--- src/rtl/fic_pkg.sv ---
package fic_pkg;
  localparam int DATA_W       = 16;
  localparam int EV_N         = 4;
  localparam int INT_MASTER   = 15;
  localparam int INT_DONE_LSB = 4;
  localparam int ERR_LSB      = 10;
  localparam int CFG_POL_BIT  = 6;
  localparam int CFG_RDY_BIT  = 7;
  localparam int CFG_RO_BITS  = 5;

  localparam logic [DATA_W-1:0] CFG1_RST = 16'h40C0;
  localparam logic [DATA_W-1:0] INT_COLD = 16'h8080;
  localparam logic [DATA_W-1:0] INT_WARM = 16'h8010;

  localparam int REG_CMD  = 0;
  localparam int REG_CFG1 = 1;
  localparam int REG_CFG2 = 2;
  localparam int REG_STAT = 3;
  localparam int REG_INT  = 4;

  function automatic logic cmd_is_reset(input logic [DATA_W-1:0] c);
    return (c == 16'h00F0) || (c == 16'h00F3);
  endfunction

  function automatic logic cmd_known(input logic [DATA_W-1:0] c);
    case (c)
      16'h0000, 16'h0013, 16'h0080, 16'h001A, 16'h001B,
      16'h0023, 16'h0027, 16'h002A, 16'h002C, 16'h0071,
      16'h0094, 16'h0095, 16'h00B0, 16'h0030, 16'h0065,
      16'h00F0, 16'h00F3: return 1'b1;
      default:            return 1'b0;
    endcase
  endfunction
endpackage

--- src/rtl/fic_cmd_gate.sv ---
module fic_cmd_gate
  import fic_pkg::*;
(
  input  logic              clk_i,
  input  logic              rst_ni,
  input  logic              wr_cmd_i,
  input  logic [DATA_W-1:0] wdata_i,
  input  logic              int_master_i,
  output logic              warm_rst_o,
  output logic              unknown_o,
  output logic              cmd_valid_o,
  output logic [DATA_W-1:0] cmd_q_o
);
  logic accept;

  // pending master interrupt blocks new commands
  assign accept     = wr_cmd_i & ~int_master_i;
  assign warm_rst_o = accept & cmd_is_reset(wdata_i);
  assign unknown_o  = accept & ~cmd_known(wdata_i);

  always_ff @(posedge clk_i or negedge rst_ni) begin
    if (!rst_ni) begin
      cmd_q_o     <= '0;
      cmd_valid_o <= 1'b0;
    end else begin
      cmd_valid_o <= accept & cmd_known(wdata_i) & ~cmd_is_reset(wdata_i);
      if (warm_rst_o)  cmd_q_o <= '0;
      else if (accept) cmd_q_o <= wdata_i;
    end
  end
endmodule

--- src/rtl/fic_irq_regs.sv ---
module fic_irq_regs
  import fic_pkg::*;
(
  input  logic              clk_i,
  input  logic              rst_ni,
  input  logic              wr_int_i,
  input  logic [DATA_W-1:0] wdata_i,
  input  logic [EV_N-1:0]   done_i,
  input  logic [EV_N-1:0]   err_i,
  input  logic              unknown_i,
  input  logic              warm_rst_i,
  output logic [DATA_W-1:0] int_q_o,
  output logic [DATA_W-1:0] stat_q_o
);
  logic [DATA_W-1:0] ev_int, ev_stat, masked, int_n, stat_n;

  for (genvar b = 0; b < DATA_W; b++) begin : g_ev
    if (b >= INT_DONE_LSB && b < INT_DONE_LSB + EV_N) begin : g_done
      assign ev_int[b] = done_i[b-INT_DONE_LSB];
    end else begin : g_nodone
      assign ev_int[b] = 1'b0;
    end
    if (b >= ERR_LSB && b < ERR_LSB + EV_N) begin : g_err
      assign ev_stat[b] = err_i[b-ERR_LSB];
    end else begin : g_noerr
      assign ev_stat[b] = 1'b0;
    end
  end

  always_comb begin
    masked = wr_int_i ? (int_q_o & wdata_i) : int_q_o;
    stat_n = stat_q_o;
    if (wr_int_i && !masked[INT_MASTER]) stat_n[ERR_LSB +: EV_N] = '0;
    // new events land after the acknowledge mask
    int_n  = masked | ev_int;
    stat_n = stat_n | ev_stat;
    if (|done_i) int_n[INT_MASTER] = 1'b1;
    if (unknown_i) begin
      int_n[INT_MASTER] = 1'b1;
      stat_n[ERR_LSB]   = 1'b1;
    end
  end

  always_ff @(posedge clk_i or negedge rst_ni) begin
    if (!rst_ni) begin
      int_q_o  <= INT_COLD;
      stat_q_o <= '0;
    end else if (warm_rst_i) begin
      int_q_o  <= INT_WARM;
      stat_q_o <= '0;
    end else begin
      int_q_o  <= int_n;
      stat_q_o <= stat_n;
    end
  end
endmodule

--- src/rtl/fic_cfg_regs.sv ---
module fic_cfg_regs
  import fic_pkg::*;
(
  input  logic              clk_i,
  input  logic              rst_ni,
  input  logic              wr_cfg1_i,
  input  logic              wr_cfg2_i,
  input  logic [DATA_W-1:0] wdata_i,
  input  logic              warm_rst_i,
  output logic [DATA_W-1:0] cfg1_q_o,
  output logic [DATA_W-1:0] cfg2_q_o,
  output logic              rdy_o
);
  always_ff @(posedge clk_i or negedge rst_ni) begin
    if (!rst_ni) begin
      cfg1_q_o <= CFG1_RST;
      cfg2_q_o <= '0;
      rdy_o    <= 1'b1;
    end else if (warm_rst_i) begin
      cfg1_q_o <= CFG1_RST;
      cfg2_q_o <= '0;
      rdy_o    <= 1'b1;
    end else begin
      if (wr_cfg1_i) begin
        cfg1_q_o <= wdata_i;
        rdy_o    <= wdata_i[CFG_RDY_BIT];
      end
      if (wr_cfg2_i) cfg2_q_o <= wdata_i;
    end
  end
endmodule

--- src/rtl/flash_irq_ctrl.sv ---
module flash_irq_ctrl
  import fic_pkg::*;
#(
  parameter int AW = 3
) (
  input  logic              clk_i,
  input  logic              rst_ni,
  input  logic              wr_en_i,
  input  logic [AW-1:0]     addr_i,
  input  logic [DATA_W-1:0] wdata_i,
  output logic [DATA_W-1:0] rdata_o,
  input  logic [EV_N-1:0]   done_i,
  input  logic [EV_N-1:0]   err_i,
  output logic [DATA_W-1:0] cmd_o,
  output logic              cmd_valid_o,
  output logic              irq_o,
  output logic              rdy_o
);
  localparam logic [DATA_W-1:0] CFG1_RD_MASK = ~DATA_W'((1 << CFG_RO_BITS) - 1);

  logic              wr_cmd, wr_cfg1, wr_cfg2, wr_int;
  logic              warm_rst, unknown;
  logic [DATA_W-1:0] int_q, stat_q, cfg1_q, cfg2_q;

  assign wr_cmd  = wr_en_i && (addr_i == AW'(REG_CMD));
  assign wr_cfg1 = wr_en_i && (addr_i == AW'(REG_CFG1));
  assign wr_cfg2 = wr_en_i && (addr_i == AW'(REG_CFG2));
  assign wr_int  = wr_en_i && (addr_i == AW'(REG_INT));

  fic_cmd_gate u_gate (
    .clk_i        (clk_i),
    .rst_ni       (rst_ni),
    .wr_cmd_i     (wr_cmd),
    .wdata_i      (wdata_i),
    .int_master_i (int_q[INT_MASTER]),
    .warm_rst_o   (warm_rst),
    .unknown_o    (unknown),
    .cmd_valid_o  (cmd_valid_o),
    .cmd_q_o      (cmd_o)
  );

  fic_irq_regs u_irq (
    .clk_i      (clk_i),
    .rst_ni     (rst_ni),
    .wr_int_i   (wr_int),
    .wdata_i    (wdata_i),
    .done_i     (done_i),
    .err_i      (err_i),
    .unknown_i  (unknown),
    .warm_rst_i (warm_rst),
    .int_q_o    (int_q),
    .stat_q_o   (stat_q)
  );

  fic_cfg_regs u_cfg (
    .clk_i      (clk_i),
    .rst_ni     (rst_ni),
    .wr_cfg1_i  (wr_cfg1),
    .wr_cfg2_i  (wr_cfg2),
    .wdata_i    (wdata_i),
    .warm_rst_i (warm_rst),
    .cfg1_q_o   (cfg1_q),
    .cfg2_q_o   (cfg2_q),
    .rdy_o      (rdy_o)
  );

  // polarity bit set: active high
  assign irq_o = int_q[INT_MASTER] ^ ~cfg1_q[CFG_POL_BIT];

  always_comb begin
    rdata_o = '0;
    if      (addr_i == AW'(REG_CMD))  rdata_o = cmd_o;
    else if (addr_i == AW'(REG_CFG1)) rdata_o = cfg1_q & CFG1_RD_MASK;
    else if (addr_i == AW'(REG_CFG2)) rdata_o = cfg2_q;
    else if (addr_i == AW'(REG_STAT)) rdata_o = stat_q;
    else if (addr_i == AW'(REG_INT))  rdata_o = int_q;
  end
endmodule

--- config.mk ---
export PLATFORM = sky130hd
export DESIGN_NAME = flash_irq_ctrl
export DESIGN_NICKNAME = d
export VERILOG_FILES = /design/src/rtl/fic_pkg.sv /design/src/rtl/fic_cmd_gate.sv /design/src/rtl/fic_irq_regs.sv /design/src/rtl/fic_cfg_regs.sv /design/src/rtl/flash_irq_ctrl.sv
export SDC_FILE = /design/constraint.sdc
export NUM_CORES = 1
export LEC_CHECK = 0
export BUFFER_PORTS_ARGS = -buffer_cell sky130_fd_sc_hd__buf_2
export CAP_MARGIN = 30
export CORE_MARGIN = 2
export CORE_UTILIZATION = 59
export DETAILED_ROUTE_END_ITERATION = 10
export PLACE_DENSITY_LB_ADDON = 0.2
export SKIP_CTS_REPAIR_TIMING = 1
export SLEW_MARGIN = 20
export SYNTH_ARGS = -nofsm -noshare
export SYNTH_HDL_FRONTEND = slang
export SYNTH_SLANG_ARGS = --single-unit
--- constraint.sdc ---
create_clock -name clk_i -period 4.6 [get_ports clk_i]
set_input_delay 0.23 -clock clk_i [delete_from_list [all_inputs] [get_ports clk_i]]
set_output_delay 0.23 -clock clk_i [all_outputs]
set_load 0.01 [all_outputs]
==> metrics.md, run 1 <==
| Metric | Value |
|---|---|
| Status | finished clean |
| Wire length per cell | 16.9 um |
| Largest net degree at the start of global routing | 65 |
| Fin crit period | 2.55 ns |
| DP HPWL | 5.77 mm |
| Startpoint types | flop |
| Setup CP Type | flop to flop |
| Site Rows | 27 |
| Average instance area after synthesis | 8.45 um2 |
| Top FF cell, synth | dfrtp_1 |
| Residual DRC | 0 |
| Worst path arrival time | 2.83 ns |
| Nets | 471 |
| Synth area leaders | dfrtp_1 (44%), nand2_1 (13%), o21ai_0 (6.9%), mux2i_1 (6.0%), dfstp_2 (3.9%) |
| TritonCTS buffer count | 9 |
| Setup_tns | 0 ns |
| Synth Warn # | 0 |
| H-tree Lvls | 3 |
| Non-Filler Instances | 518 |
| Most common cell in the netlist | nand2_1 |
| Slowest stage cell, crit path | nor3_4 |
| Crit. End Element | flop |
| Reg2reg path depth | 5 |
| Post-synth top cells | nand2_1 (115), dfrtp_1 (59), o21ai_0 (46) |
| MaxCap Viol Count | 0 |
| PortBufs | 64 |
| Setup violators final | 0 |
| Clk root buf | clkbuf_8 |
| Final Wtd Congestion | 0.873 |
| Delay-heaviest family, CP | simple AND/OR/NAND/NOR gates |
| Later-pin clock latency in the skew report | 0.34 ns |
| DIE WIDTH | 79.2 um |
| Core box area | 5470 um2 |
| VDD IR-drop max | 0.000225 V |
| Mapped Area | 3340 um2 |
| Tot GR Track Use | 30.4% |
| Period Utilization, post-route | 55.5% |
| Reg2reg setup slack | 2.05 ns |
| Syn Inst Count | 395 |
| Synth area leader | dfrtp_1 |
| Metal-1 WL | 3.65 mm |
| Top layer in use | met4 |
| Hold Path Class | input port to asynchronous set/reset pin |
| Slew @ Worst Pin | 0.845 ns |
| Initial antenna violation count | 0 |
| Initial drt markers | 276 |
| Seq/Total Area, Yosys | 48.2% |
| DR vias | 3079 |
| Die height | 79.2 um |
| Share of cells above drive strength 1 | 21.7% |
| CTS sink cnt | 64 |
| Antenna viol nets, final | 0 |
| Metal2 WL | 4.40 mm |
| Min Hold Slack | 0.0580 ns |
| Normalized max-slew margin | 43.3% |
| Drt total wl | 8.76 mm |
| Setup crit end | u_cfg.cfg2_q_o[11]$_DFFE_PN0P_ |
| Slowest stage delay, CP | 0.74 ns |
| Global-route wire length before repair | 14.6 mm |
| Slew Viols, Final | 0 |
| Yosys cell types | 44 |
| Crit-path max FO | 25 |
| Ports | 65 |
| CP cell instances | or4_4 > nor3_4 > buf_4 > o21ai_0 > nand2_1 |
| Number of synthesized flops with an enable pin | 0 |
| Worst r2r dst | u_cfg.cfg2_q_o[11]$_DFFE_PN0P_ |
| Clock Skew | 0.00687 ns |
| Setup crit start | u_irq.int_q_o[15]$_DFF_PN1_ |
| Worst path required time | 4.88 ns |
| TritonRoute pass-1 iters | 5 |
| Final Hold Vio Count | 0 |
| CP bufs+invs | 1 |
| Power per standard cell area | 353 nW/um2 |
| Synth-to-layout area growth | 15.2% |
| Met3 WL post-DR | 571 um |
| Critical path depth in cells | 5 |
| Fill count | 475 |
| CTS tree | done |
| CTS Buffer Depth | 2 |
| Vias in the first global route | 3067 |
| Final worst setup slack | 2.05 ns |
| Leakage power figure | 1.86 nW |
| Final Util | 70.3% |
| Clock-pin slew on the worst setup and hold paths | 0.08 ns |
| RSZ-0062 raised after global routing | false |
| Async S/R FF share, synth | 100% |
| ANT cells | 0 |
| Overflow after GRT | 0 |
| Reg2Reg Launch Point | u_irq.int_q_o[15]$_DFF_PN1_ |
| #FFs+latches synth | 64 |
| Cells after DPL | 502 |
| DP Worst Slack | 1.82 ns |
| Post-synth top area share | 44.2% |
| Initial Util | 61.0% |
| Syn nets | 425 |
| Die Footprint | 6280 um2 |
| Highest Clock Rate | 392 MHz |
| DR vias/cell | 5.94 |
-- where the power goes --
part	switching, mW	internal (mW)	leakage, nW	total, mW
clock	0.231	0.305	0.101	0.536
combinational	0.109	0.0710	0.954	0.180
sequential	0.0274	0.615	0.806	0.642
-- per-stage QoR --
stage          cell area [um2]  total power, mW
3_3_place_gp              3630            0.824
5_1_grt                   3850             1.42
4_1_cts                   3850             1.36
3_5_place_dp              3630            0.832
2_1_floorplan             3340            0.759
6_report                  3850             1.36
-- metal layers --
metal / vias to the layer above / track usage [%]
met5: - / 0
met4: 0 / 13.4
met3: 15 / 4.43
met2: 137 / 50.2
met1: 1494 / 39.8
li1: 1433 / -
-- cell families (layout without fill, tap and decap cells) --
group	after synthesis	in the layout	synth area share, %
simple gates	179	179	23.7
compound gates	92	92	16.0
flops	64	64	48.2
buf+inv	36	87	5.10
mux	20	20	6.00
xor+xnor	4	4	1.05
-- sequential cells by signal, indices dropped and copies added, names as in the netlist --
register	cells
u_cfg.cfg2_q_o	16
u_irq.stat_q_o	4
u_irq.int_q_o	16
u_cfg.cfg1_q_o	10
u_gate.cmd_q_o	16
u_cfg.rdy_o	1
u_gate.cmd_valid_o	1
-- worst min-delay path by stage --
stage / from / slack, ns / endpoint / cells after the start
global placement: rst_ni / 0.45 / u_gate.cmd_q_o[7]$_DFFE_PN0P_ / 2
CTS: rst_ni / 0.08 / u_cfg.cfg1_q_o[10]$_DFFE_PN0P_ / 2
floorplan: rst_ni / -0.07 / u_cfg.cfg1_q_o[10]$_DFFE_PN0P_ / 0
detailed placement: done_i[0] / 0.45 / u_irq.int_q_o[4]$_DFF_PN0_ / 2
global route: done_i[0] / 0.12 / u_irq.int_q_o[4]$_DFF_PN0_ / 2
finish: rst_ni / 0.06 / u_gate.cmd_q_o[7]$_DFFE_PN0P_ / 2
-- placed cells by master (no fill, tap or decap), types with 3 or more instances in the layout --
cell        instances
nor2_1             29
dfrtp_1            59
nand2_1           115
nor3_1              3
clkinvlp_4          3
xnor2_1             4
buf_2              64
o21ai_0            46
buf_4               4
dfstp_2             5
nor4_1              3
clkbuf_8            9
a21oi_1            21
o22ai_1             5
inv_1               3
o22a_1             10
mux2i_1            20
nand3_1             7
-- final cells by class --
class | instances | area, um2 | area share, %
multi-input combinational | 295 | 1570 | 40.7
timing repair buffer | 68 | 350 | 9.11
clock inverter | 7 | 96.3 | 2.50
clock buffer | 9 | 124 | 3.22
inverter | 3 | 11.3 | 0.293
sequential | 64 | 1610 | 41.8
tap | 72 | 90.1 | 2.34
Power figures use the tool's default switching activity.
==> inputs of run 2 (changes only) <==
Settings changed: CORE_UTILIZATION 59 to 50.
Clock period 4.6 ns to 2.2 ns, I/O delays scaled along.
==> run 2 against run 1 <==
- non-clock buffer count is 17 higher
- clock power grew 68%
- maximum frequency up 38%
- global-route usage shrank 3.5 points
- utilization down 8.4 points
- first-iteration DRC count fell by 4.7%
- cell count increased by 4.1%
- critical endpoint is now u_cfg.cfg2_q_o[3]$_DFFE_PN0P_
- clock skew is 0.0028 ns lower
- wire length up 3.1%
- critical path depth decreased by 1
- combinational power up 120%
- cell area grew 2.8%
- the run now ends with hold timing left
==> metrics.md, run 2 (same netlist as run 1, synthesis figures left out) <==
| Metric | Value |
|---|---|
| Site Rows | 29 |
| Slew Viols, Final | 0 |
| Worst r2r dst | u_cfg.cfg2_q_o[3]$_DFFE_PN0P_ |
| DR vias | 3082 |
| Clock Skew | 0.00407 ns |
| Hold Crit Endpoint | u_irq.stat_q_o[12]$_DFF_PN0_ |
| Fin crit period | 1.84 ns |
| Largest net degree at the start of global routing | 32 |
| TritonCTS buffer count | 9 |
| Clk root buf | clkbuf_8 |
| Startpoint types | flop |
| Cells after DPL | 521 |
| Final Wtd Congestion | 0.808 |
| TritonRoute pass-1 iters | 5 |
| Sw frac | 27.7% |
| Combinational share of power | 14.9% |
| Wire length per cell | 16.8 um |
| Most frequent cells in the layout | nand2_1 (115), buf_2 (64), dfrtp_1 (59), o21ai_0 (46), nor2_1 (29) |
| Highest Clock Rate | 542 MHz |
| Initial antenna violation count | 0 |
| Status | finished, violations left |
| Largest regs | u_cfg.cfg2_q_o: 16 flops, u_gate.cmd_q_o: 16 flops, u_irq.int_q_o: 16 flops |
| PortBufs | 64 |
| Failing checks | hold timing |
| Setup_tns | 0 ns |
| Worst path required time | 2.40 ns |
| DP HPWL | 6.32 mm |
| Drt total wl | 9.04 mm |
| Antenna viol nets, final | 0 |
| NetSw | 0.730 mW |
| Later-pin clock latency in the skew report | 0.34 ns |
| Reg2reg setup slack | 0.36 ns |
| Min Hold Slack | -0.00851 ns |
| Tot GR Track Use | 26.8% |
| Final Hold Vio Count | 1 |
| Overflow after GRT | 0 |
| MaxCap Viol Count | 0 |
| CTS Buffer Depth | 2 |
| Die height | 85.7 um |
| Residual DRC | 0 |
| CTS sink cnt | 64 |
| Worst hold start | err_i[2] |
| Nets | 488 |
| DR vias/cell | 5.72 |
| Reg2reg path depth | 4 |
| Hold depth | 3 |
| Global-route wire length before repair | 15.1 mm |
| Seq pwr share | 51.0% |
| Share of cells above drive strength 1 | 23.6% |
| Non-Filler Instances | 539 |
| Internal | 1.91 mW |
| Setup violators final | 0 |
| Core box area | 6390 um2 |
| Hold Path Class | input port to flop |
| Crit-path max FO | 28 |
| Ports | 65 |
| Synth-to-layout area growth | 18.4% |
| Reg2Reg Launch Point | u_irq.int_q_o[15]$_DFF_PN1_ |
| Part of the power in the clock network | 34.1% |
| Setup CP Type | flop to flop |
| Leakage power figure | 1.93 nW |
| Most common cell after layout, fill and taps aside | nand2_1 |
| Initial Util | 52.3% |
| Normalized max-slew margin | 56.7% |
| VDD IR-drop max | 0.000505 V |
| Crit. End Element | flop |
| Initial drt markers | 263 |
| Die Footprint | 7350 um2 |
| H-tree Lvls | 3 |
| DIE WIDTH | 85.7 um |
| CTS tree | done |
| Worst path arrival time | 2.04 ns |
| RSZ-0062 raised after global routing | false |
| Clock-pin slew on the worst setup and hold paths | 0.07 ns |
| Vias in the first global route | 3012 |
| ANT cells | 0 |
| Slew @ Worst Pin | 0.650 ns |
| Period Utilization, post-route | 83.8% |
| Power per standard cell area | 668 nW/um2 |
run 2: cell count changes in the layout (fill, tap and decap cells not counted), sizes merged:
cell | previous run | this run
bufinv | 2 | 0
dlygate4sd3 | 0 | 3
clkbuf | 9 | 12
clkinvlp | 3 | 1
buf | 68 | 82
run 2: worst max-delay path by stage:
| stage | start | endpoint | slack, ns | depth (start not counted) |
|---|---|---|---|---|
| after floorplan | u_irq.int_q_o[15]$_DFF_PN1_ | u_cfg.cfg2_q_o[11]$_DFFE_PN0P_ | 0.33 | 7 |
| after global placement | u_irq.int_q_o[15]$_DFF_PN1_ | u_cfg.cfg2_q_o[11]$_DFFE_PN0P_ | 0.42 | 5 |
| after detailed placement | u_irq.int_q_o[15]$_DFF_PN1_ | u_cfg.cfg2_q_o[3]$_DFFE_PN0P_ | 0.36 | 4 |
| after CTS | u_irq.int_q_o[15]$_DFF_PN1_ | u_cfg.cfg2_q_o[3]$_DFFE_PN0P_ | 0.35 | 4 |
| after global routing | u_irq.int_q_o[15]$_DFF_PN1_ | u_cfg.cfg2_q_o[11]$_DFFE_PN0P_ | 0.27 | 5 |
| final | u_irq.int_q_o[15]$_DFF_PN1_ | u_cfg.cfg2_q_o[3]$_DFFE_PN0P_ | 0.36 | 4 |
run 2: layout make-up:
cell class                      instances  area [um2]
Clock buffer                           12         155
Clock inverter                          3        17.5
Fill cell                             576        2430
Inverter                                3        11.3
Multi-Input combinational cell        295        1570
Sequential cell                        64        1610
Tap cell                               77        96.3
Timing Repair Buffer                   85         498
run 2: critical path: stages, from the launching register on:
cell	delay, ns
dfstp_2	0.41
or4_4	0.61
nor3_4	0.21
buf_4	0.31
o21ai_0	0.16
run 2: metal layers:
layer  global-route usage, %  vias up  wire, um
met2                    41.5      113      4310
met4                    8.08        0        89
met3                    5.77       10       629
met5                       0        -         0
li1                        -     1459         -
met1                    38.2     1500      4010
run 2: stage by stage:
stage	worst slack (ns)	utilization (%)	instance area [um2]	power, mW
after floorplan	0.331	-	3340	1.59
after global placement	0.417	58.7	3750	1.75
after detailed placement	0.364	58.7	3750	1.76
after CTS	0.349	61.4	3920	2.66
after global routing	0.272	61.9	3950	2.78
final	0.356	61.9	3950	2.64
run 2: power groups by stage:
stage / clock [mW] / combinational (mW) / sequential, mW
6_report: 0.900 / 0.394 / 1.35
3_3_place_gp: 0 / 0.381 / 1.37
4_1_cts: 0.917 / 0.392 / 1.35
5_1_grt: 0.977 / 0.444 / 1.36
3_5_place_dp: 0 / 0.391 / 1.37
2_1_floorplan: 0 / 0.232 / 1.35
